## config.mk

```make
export PLATFORM = sky130hd
export DESIGN_NAME = prienc_cascade
export DESIGN_NICKNAME = d
export VERILOG_FILES = /design/src/rtl/prienc_pkg.sv /design/src/rtl/prienc_scan.sv /design/src/rtl/prienc_cell.sv /design/src/rtl/prienc_cascade.sv
export SDC_FILE = /design/constraint.sdc
export NUM_CORES = 1
export LEC_CHECK = 0
export BUFFER_PORTS_ARGS = -buffer_cell sky130_fd_sc_hd__buf_2
export CORE_AREA = 2 2 39 41
export DETAILED_ROUTE_END_ITERATION = 7
export DIE_AREA = 0 0 41 43
export PLACE_DENSITY = 0.39
export SYNTH_ARGS = -nofsm -noshare
export SYNTH_HDL_FRONTEND = slang
export SYNTH_SLANG_ARGS = --single-unit
export TNS_END_PERCENT = 30
```

## constraint.sdc

```tcl
create_clock -name vclk -period 0.9
set_input_delay 0.135 -clock vclk [all_inputs]
set_output_delay 0.135 -clock vclk [all_outputs]
set_load 0.05 [all_outputs]
```

## src/rtl/prienc_pkg.sv

```systemverilog
package prienc_pkg;

    // Status pair reported by one encoder cell, both active-low.
    typedef struct packed {
        logic grp_n;   // low: this cell holds the winning request
        logic eo_n;    // low: enabled and empty, lower cells may answer
    } prienc_flags_t;

    localparam prienc_flags_t FLAGS_OFF   = '{grp_n: 1'b1, eo_n: 1'b1};
    localparam prienc_flags_t FLAGS_EMPTY = '{grp_n: 1'b1, eo_n: 1'b0};
    localparam prienc_flags_t FLAGS_HIT   = '{grp_n: 1'b0, eo_n: 1'b1};

endpackage

```

## src/rtl/prienc_scan.sv

```systemverilog
module prienc_scan #(
    parameter int WIDTH = 8
) (
    input  logic [WIDTH-1:0]         req,
    output logic [$clog2(WIDTH)-1:0] idx,
    output logic                     hit
);

    localparam int IW = $clog2(WIDTH);

    // Ascending scan: the last set bit seen is the highest-ranked one.
    always_comb begin
        idx = '0;
        hit = 1'b0;
        for (int i = 0; i < WIDTH; i++) begin
            if (req[i]) begin
                idx = IW'(i);
                hit = 1'b1;
            end
        end
    end

endmodule

```

## src/rtl/prienc_cell.sv

```systemverilog
module prienc_cell
    import prienc_pkg::*;
#(
    parameter int WIDTH = 8
) (
    input  logic [WIDTH-1:0]         in_n,
    input  logic                     en_n,
    output logic [$clog2(WIDTH)-1:0] addr_n,
    output prienc_flags_t            flags
);

    localparam int IW = $clog2(WIDTH);

    logic [WIDTH-1:0] req;
    logic [IW-1:0]    idx;
    logic             hit;

    assign req = ~in_n;

    prienc_scan #(.WIDTH(WIDTH)) u_scan (
        .req (req),
        .idx (idx),
        .hit (hit)
    );

    always_comb begin
        if (en_n) begin
            addr_n = '1;
            flags  = FLAGS_OFF;
        end else if (hit) begin
            addr_n = ~idx;
            flags  = FLAGS_HIT;
        end else begin
            addr_n = '1;
            flags  = FLAGS_EMPTY;
        end
    end

    // The scan result must name a set line with nothing set above it.
    always_comb begin
        if (hit) begin
            assert_scan_top_R4: assert (req[idx] && ((req >> idx) == WIDTH'(1)));
        end
        assert_scan_hit_R3: assert (hit == (req != '0));
        assert_flags_excl_R6: assert (flags.grp_n || flags.eo_n);
    end

endmodule

```

## src/rtl/prienc_cascade.sv

```systemverilog
module prienc_cascade
    import prienc_pkg::*;
#(
    parameter int CELL_W = 8,
    parameter int CELLS  = 2
) (
    input  logic [CELL_W*CELLS-1:0]         in_n,
    input  logic                            en_in_n,
    output logic [$clog2(CELL_W*CELLS)-1:0] addr_n,
    output logic                            grp_n,
    output logic                            en_out_n
);

    localparam int LW = $clog2(CELL_W);
    localparam int CW = $clog2(CELLS);

    logic          en_chain   [CELLS+1];
    logic [LW-1:0] cell_addr  [CELLS];
    prienc_flags_t cell_flags [CELLS];
    logic [CELLS-1:0] cell_act;

    assign en_chain[CELLS] = en_in_n;

    // Highest cell takes the block enable; each cell passes its empty flag down.
    generate
        for (genvar g = 0; g < CELLS; g++) begin : g_cell
            prienc_cell #(.WIDTH(CELL_W)) u_cell (
                .in_n   (in_n[g*CELL_W +: CELL_W]),
                .en_n   (en_chain[g+1]),
                .addr_n (cell_addr[g]),
                .flags  (cell_flags[g])
            );
            assign en_chain[g] = cell_flags[g].eo_n;
            assign cell_act[g] = ~cell_flags[g].grp_n;
        end
    endgenerate

    logic [LW-1:0] low_n;
    logic [CW-1:0] high_n;
    logic          grp_all_n;

    // Idle cells report all ones, so ANDing keeps only the winner's bits.
    always_comb begin
        low_n     = '1;
        high_n    = '1;
        grp_all_n = 1'b1;
        for (int c = 0; c < CELLS; c++) begin
            low_n     = low_n & cell_addr[c];
            grp_all_n = grp_all_n & cell_flags[c].grp_n;
            if (!cell_flags[c].grp_n) begin
                high_n = ~CW'(c);
            end
        end
    end

    assign addr_n   = {high_n, low_n};
    assign grp_n    = grp_all_n;
    assign en_out_n = en_chain[0];

    always_comb begin
        assert_one_cell_R5: assert ($onehot0(cell_act));
        assert_grp_valid_R3: assert (grp_n == (en_in_n || (&in_n)));
        assert_off_quiet_R1: assert (!en_in_n || (grp_n && en_out_n && (&addr_n)));
        assert_empty_pass_R2: assert (en_out_n == (en_in_n || !(&in_n)));
    end

endmodule

```

==> results.py, run 1 <==
metrics = {
    "sta": {
        "rsz0062_at_grt": "yes",
        "whs_ps": 659,
        "setup_viol": 6,
        "slew_violations": 0,
        "period_needed_ps": 1120,
        "worst_pin_slew_ps": 199,
        "worst_slack_ps": -222,
        "fmax_mhz": 892,
        "tns_ps": -1150,
        "fin_crit_sh_pct": 125,
        "hold_violations": 0,
        "max_slew_margin_pct": 86.7,
    },
    "placement": {
        "place.detailed.hpwl_microns": 670,
        "dp.cells": 79,
        "gp_congestion": 0.650,
        "portBuffers": 23,
        "dp_slack_ps": -362,
    },
    "setup_path": {
        "critPathCaptureType": "output port",
        "cp_slowest_stage_delay_ps": 220,
        "arrival_ps": 990,
        "path_class": "in -> out",
        "startpoint": "in_n[8]",
        "critical_path_required_ps": 760,
        "path_cells": "buf_6 > nand4_4 > nor3_4 > o21ai_2 > o22a_4 > buf_8",
        "crit_path_max_fanout": 3,
        "worst_setup_path_start_kind": "input port",
        "crit_path_top_delay_cell": "o22a_4",
    },
    "pwr": {
        "power.density_mw_per_mm2": 467,
        "p_leak_uw": 0.000279,
        "ir_worst_vdd_uv": 135,
    },
    "drt": {
        "dr.pass1.iters": 4,
        "drc": 0,
        "vias": 352,
        "drt-wirelength-per-cell_microns": 9.45,
        "ant_nets": 0,
        "drtIter0Drc": 6,
        "viasPerCell": 4.29,
        "wl_microns": 775,
    },
    "synth": {
        "ys_warn_count": 0,
        "synthCells": 31,
        "synth_cell_types": 15,
        "synth_area_sq_um": 198,
        "syn_avg_cell_area_sq_um": 6.38,
        "synth_nets": 48,
        "seq_area_frac_synth_pct": 0,
    },
    "clocking": {
        "hold_buffers": 0,
    },
    "finish": {
        "drive_above_1_share_pct": 71.2,
        "area_growth_pct": 205,
        "fin_util_pct": 43.6,
        "fin_nets": 85,
        "ff_latch_area_sq_um": 0,
        "diodes": 0,
        "stdcell_count": 82,
        "clkbuf_count": 0,
        "seq_cell_count": 0,
    },
    "outcome": {
        "status": "finished, violations left",
        "failed_checks": "negative setup slack",
    },
    "floorplan": {
        "die_w_microns": 41,
        "dieArea_sq_mm": 0.00176,
        "die_h_microns": 43,
        "core_sq_mm": 0.00138,
        "start_util_pct": 14.3,
        "fp-row-count": 14,
        "ios": 23,
    },
    "grt": {
        "grt_use_total_pct": 9.30,
        "globalRouteOverflowTotal": 0,
        "antenna_found_initial": 0,
        "grt_max_degree": 5,
        "grt_pass1_wl_microns": 1240,
        "grt_pass1_vias": 341,
    },
    "worst_hold_path": {
        "hold_path.startpoint": "en_in_n",
        "holdCritPathClass": "in -> out",
    },
    "job": {
        "cap_violations": 0,
    },
}
==> kinds of logic (layout without fill, tap and decap cells) <==
kind of cell    after synthesis  count (layout)  synth area share [%]
simple gates                 13              13                  43.0
compound gates               13              13                  45.6
buf+inv                       5              40                  11.4
==> routing by layer <==
metal	vias to the layer above	part of all wire (%)	global-route usage, %
met2	17	52	18.4
met5	-	0	0
met4	0	0	0
li1	189	-	-
met3	0	8.0	0
met1	146	40	10.8
==> per-stage QoR <==
stage | instance area, sq um | power [uW]
final | 603 | 281
after global routing | 603 | 299
after detailed placement | 432 | 209
after global placement | 432 | 208
after floorplan | 229 | 113
after CTS | 566 | 268
==> cell type report <==
cell class,instances,area (sq um)
repair buffers,36,328
well taps,16,20.0
inverters,4,15.0
fillers,138,781
multi-input cells,26,240
==> power by group <==
group,total (uW),internal [uW],switching [uW]
Clock,0,0,0
Sequential,0,0,0
Combinational,281,153,128
==> worst max-delay path, delay by kind of cell <==
kind,cells,cell delay (ps)
compound gates,2,320
simple gates,2,310
buf+inv,2,220
==> repair_timing <==
| item | CTS | global route |
|---|---|---|
| endpoints found under the setup margin | 6 | 6 |
| pin swaps | 5 | 4 |
| buffers inserted | 2 | 1 |
| resized for setup | 29 | 8 |
==> path summary, 6_finish.rpt <==
| path | end | cells after the start |
|---|---|---|
| worst min-delay path | addr_n[2] | 3 |
| worst max-delay path | addr_n[0] | 6 |
==> cell usage in the layout, fill, tap and decap left out, drive strengths merged <==
master  netlist  routed
nor3          1       1
nand2         5       5
nand4         4       4
o22a          2       2
o21ai         5       5
a31oi         4       4
inv           4       4
and2          1       1
nor2          1       1
buf           1      36
and2b         1       1
o21bai        2       2
==> cell usage after synthesis <==
library cell / n / area, sq um
nand2_1: 5 / 18.8
nor3_2: 1 / 10.0
nand4_2: 2 / 25.0
and2_1: 1 / 6.26
o21ai_2: 1 / 8.76
inv_1: 4 / 15.0
nor2_1: 1 / 3.75
o21bai_1: 1 / 7.51
o21bai_2: 1 / 11.3
and2b_2: 1 / 8.76
nand4_1: 2 / 12.5
buf_4: 1 / 7.51
o21ai_0: 4 / 20.0
a31oi_1: 4 / 25.0
o22a_1: 2 / 17.5
No activity file was read; power rests on OpenSTA's default activity.
==> inputs of run 2 (changes only) <==
==> constraint.sdc (replaced) <==
create_clock -name vclk -period 0.9
set_input_delay 0.09 -clock vclk [all_inputs]
set_output_delay 0.09 -clock vclk [all_outputs]
set_load 0.1 [all_outputs]
==> results.py, run 2 (synthesized netlist as in run 1, its figures left out) <==
metrics = {
    "floorplan": {
        "ios": 23,
        "fp-row-count": 14,
        "die_h_microns": 43,
        "die_w_microns": 41,
        "core_sq_mm": 0.00138,
        "start_util_pct": 14.3,
        "dieArea_sq_mm": 0.00176,
    },
    "finish": {
        "seq_cell_count": 0,
        "nFillCells": 143,
        "diodes": 0,
        "area_growth_pct": 208,
        "postLayoutCellArea_sq_um": 609,
        "drive_above_1_share_pct": 71.2,
        "clkbuf_count": 0,
        "most-common-layout-cells": "12 x buf_4, 11 x buf_2, 6 x buf_12",
        "ff_latch_area_sq_um": 0,
        "final_common_cell": "buf_4",
        "fin_nets": 85,
    },
    "worst_hold_path": {
        "hold_path.startpoint": "en_in_n",
        "whs_endpoint": "addr_n[2]",
        "worstHoldPathCells": 3,
        "holdCritPathClass": "in -> out",
    },
    "grt": {
        "grt_pass1_wl_microns": 1000,
        "grt_max_degree": 5,
        "globalRouteOverflowTotal": 0,
        "grt_use_total_pct": 7.40,
        "grt_pass1_vias": 289,
        "antenna_found_initial": 0,
    },
    "drt": {
        "viasPerCell": 4.28,
        "vias": 351,
        "wl_microns": 712,
        "drc": 0,
        "drt-wirelength-per-cell_microns": 8.68,
        "drtIter0Drc": 3,
        "ant_nets": 0,
        "dr.pass1.iters": 3,
    },
    "sta": {
        "setup_viol": 6,
        "fmax_mhz": 955,
        "worst_pin_slew_ps": 186,
        "slew_violations": 0,
        "max_slew_margin_pct": 87.5,
        "rsz0062_at_grt": "yes",
        "period_needed_ps": 1050,
        "fin_crit_sh_pct": 116,
        "hold_violations": 0,
        "whs_ps": 598,
        "worst_slack_ps": -147,
    },
    "outcome": {
        "failed_checks": "negative setup slack",
        "status": "finished, violations left",
    },
    "setup_path": {
        "crit_path_max_fanout": 3,
        "arrival_ps": 960,
        "critPathCaptureType": "output port",
        "worst_setup_path_start_kind": "input port",
        "path_class": "in -> out",
        "critical_path_required_ps": 810,
    },
    "placement": {
        "place.detailed.hpwl_microns": 630,
        "dp_slack_ps": -246,
        "gp_congestion": 0.556,
        "portBuffers": 23,
        "placed_cell_area_sq_um": 500,
    },
    "pwr": {
        "p_leak_uw": 0.000304,
        "ir_worst_vdd_uv": 147,
        "power.density_mw_per_mm2": 562,
    },
    "job": {
        "cap_violations": 0,
    },
}
run 2: routing by layer:
| layer | up-vias | routed length (microns) | track usage, % |
|---|---|---|---|
| met2 | 17 | 357 | 14.1 |
| li1 | 187 | - | - |
| met4 | 0 | 0 | 0 |
| met3 | 0 | 82 | 0.524 |
| met5 | - | 0 | 0 |
| met1 | 147 | 273 | 8.89 |
run 2: how the worst max path moves through the flow:
stage	slack (ps)	depth (start not counted)	startpoint	to
finish	-150	6	in_n[8]	addr_n[1]
global route	-220	6	in_n[10]	addr_n[0]
CTS	-190	6	in_n[8]	addr_n[1]
detailed placement	-250	6	in_n[10]	addr_n[1]
global placement	-220	6	in_n[10]	addr_n[1]
floorplan	-160	3	in_n[7]	addr_n[2]
run 2: area by class of cell:
class	instances	area, sq um	area share [%]
well taps	16	20.0	3.29
inverters	4	15.0	2.46
multi-input cells	26	223	36.6
repair buffers	36	352	57.7
run 2: stage by stage:
stage          setup TNS (ps)  util [%]  cells  power (uW)
2_1_floorplan            -548         -     31         156
4_1_cts                  -770      40.5     80         333
3_5_place_dp            -1120      36.2     80         310
6_report                 -667      44.0     82         342
5_1_grt                  -983      44.0     82         361
3_3_place_gp            -1080      36.2     80         310
run 2: repair_timing:
action	CTS	global route
setup buffers	0	2
endpoints found under the setup margin	6	6
pin swaps	4	5
hold buffers	0	0
gates resized for setup	12	9
run 2: worst max-delay path, stage by stage:
cell     delay, ps
buf_8           70
nand4_4        120
nor3_4         200
o21ai_2         90
o22a_2         210
buf_12         170
run 2: power breakdown:
part           internal (uW)  leakage [uW]  total (uW)  switching, uW
logic                    159      0.000304         342            183
registers                  0             0           0              0
clock network              0             0           0              0
==> inputs of run 3 (changes only) <==
--- a/config.mk
+++ b/config.mk
@@ -5,11 +5,12 @@
 export SDC_FILE = /design/constraint.sdc
 export NUM_CORES = 1
 export LEC_CHECK = 0
+export ABC_AREA = 1
 export BUFFER_PORTS_ARGS = -buffer_cell sky130_fd_sc_hd__buf_2
 export CORE_AREA = 2 2 39 41
 export DETAILED_ROUTE_END_ITERATION = 7
 export DIE_AREA = 0 0 41 43
-export PLACE_DENSITY = 0.39
+export PLACE_DENSITY = 0.42
 export SYNTH_ARGS = -nofsm -noshare
 export SYNTH_HDL_FRONTEND = slang
 export SYNTH_SLANG_ARGS = --single-unit
==> results.py, run 3 <==
metrics = {
    "floorplan": {
        "start_util_pct": 16.5,
        "die_h_microns": 43,
        "ios": 23,
        "core_sq_mm": 0.00138,
        "die_w_microns": 41,
        "fp-row-count": 14,
        "dieArea_sq_mm": 0.00176,
    },
    "placement": {
        "gp_congestion": 0.693,
        "portBuffers": 23,
        "place.detailed.hpwl_microns": 651,
    },
    "synth": {
        "synth_xor_area_share_pct": 0,
        "syn_avg_cell_area_sq_um": 4.85,
        "synth_fa_ha_area_share_pct": 0,
        "synth_cell_types": 11,
        "synthMuxAreaShare_pct": 0,
        "ys_warn_count": 0,
        "synth-simple-area-share_pct": 76.4,
        "yosys-top-cells-count": "24 x nand2_1, 4 x inv_1, 4 x inv_2",
        "synth_top_family_by_area": "simple AND/OR/NAND/NOR gates",
        "synth_area_sq_um": 228,
        "seq_area_frac_synth_pct": 0,
        "synth.most_common_cell": "nand2_1",
        "synthTopCellsByArea": "nand2_1 40%, nor2_4 9.9%, nand4_4 9.3%",
        "synth_compound_area_share_pct": 7.14,
        "yosys.area.top_type_share_pct": 39.6,
        "synth_area_leader_cell": "nand2_1",
        "synth_nets": 64,
        "synthCells": 47,
    },
    "finish": {
        "ff_latch_area_sq_um": 0,
        "most-common-layout-cells": "20 x nand2_1, 15 x buf_4, 13 x buf_2",
        "multi_input_area_sq_um": 262,
        "fin_nets": 104,
        "area_growth_pct": 195,
        "nFillCells": 145,
        "clkbuf_count": 0,
        "drive_above_1_share_pct": 69.4,
        "diodes": 0,
        "final_common_cell": "nand2_1",
        "seq_cell_count": 0,
    },
    "setup_path": {
        "path_class": "in -> out",
        "path_cells": "buf_8 > nand2_4 > nor2_4 > nand4_4 > buf_6 > nand2_4 > inv_2 > nor2_4 > buf_12",
        "critPathCaptureType": "output port",
        "worst_setup_path_start_kind": "input port",
        "arrival_ps": 970,
        "crit_path_max_fanout": 3,
        "critical_path_required_ps": 810,
        "crit_path_top_delay_cell": "buf_12",
        "cp_slowest_stage_delay_ps": 180,
    },
    "outcome": {
        "failed_checks": "negative setup slack",
        "status": "finished, violations left",
    },
    "drt": {
        "ant_nets": 0,
        "drtIter0Drc": 2,
        "drt-wirelength-per-cell_microns": 7.76,
        "drc": 0,
        "dr.pass1.iters": 2,
        "vias": 389,
        "wl_microns": 784,
        "viasPerCell": 3.85,
    },
    "worst_hold_path": {
        "holdCritPathClass": "in -> out",
        "worstHoldPathCells": 7,
        "hold_path.startpoint": "in_n[14]",
        "whs_endpoint": "addr_n[0]",
    },
    "grt": {
        "grt_pass1_wl_microns": 1230,
        "antenna_found_initial": 0,
        "grt_pass1_vias": 362,
        "grt_use_total_pct": 9.29,
        "globalRouteOverflowTotal": 0,
        "grt_max_degree": 6,
    },
    "sta": {
        "worst_pin_slew_ps": 223,
        "worst_slack_ps": -155,
        "hold_violations": 0,
        "fin_crit_sh_pct": 117,
        "tns_ps": -810,
        "max_slew_margin_pct": 85.0,
        "whs_ps": 656,
        "slew_violations": 0,
        "fmax_mhz": 948,
        "setup_viol": 6,
        "period_needed_ps": 1060,
        "rsz0062_at_grt": "yes",
    },
    "pwr": {
        "ir_worst_vdd_uv": 264,
        "p_leak_uw": 0.000369,
        "power.density_mw_per_mm2": 531,
    },
    "clocking": {
        "hold_buffers": 0,
    },
    "job": {
        "cap_violations": 0,
    },
}
## run 3: through the flow
step / util, % / power (uW) / setup WS (ps) / cell area (sq um) / std cells
final: 48.6 / 357 / -155 / 672 / 101
after global routing: 48.6 / 380 / -224 / 672 / 101
after CTS: 45.2 / 341 / -217 / 626 / 100
after detailed placement: 39.8 / 315 / -305 / 551 / 98
after global placement: 39.8 / 313 / -283 / 551 / 98
after floorplan: - / 175 / -255 / 265 / 47
## run 3: cell families (layout without fill, tap and decap cells)
kind of cell    Yosys count  after routing
buf+inv                   9             47
compound gates            3              3
simple gates             35             35
## run 3: timing repair
action	in CTS	in global routing
setup endpoints to repair	6	6
pin swaps	6	6
gates resized for setup	13	11
setup buffers	2	1
## run 3: worst max path at each step
stage                      endpoint  cells after the start  slack [ps]     start
after floorplan           addr_n[0]                      7        -260  in_n[10]
after CTS                     grp_n                      9        -220  in_n[15]
after global placement        grp_n                      7        -280  in_n[13]
after global routing          grp_n                      8        -220   in_n[7]
final                         grp_n                      9        -160  in_n[12]
after detailed placement  addr_n[0]                      9        -300  in_n[13]
## run 3: area by class of cell
type | instances | share of cell area, %
inverters | 8 | 4.47
multi-input cells | 38 | 38.9
well taps | 16 | 2.98
repair buffers | 39 | 53.6
## run 3: worst max-delay path: cells and delay by family
family | cells | cell delay [ps]
buffers and inverters | 4 | 450
AND/OR/NAND/NOR | 5 | 420
## run 3: per-layer routing
layer	GRT usage (%)	part of all wire [%]
met5	0	0
met2	18.4	58
met3	0	6.8
met4	0	0
met1	10.8	35
## run 3: power breakdown
part	switching, uW	internal, uW	total [uW]
registers	0	0	0
logic	201	156	357
clock network	0	0	0
total	201	156	357
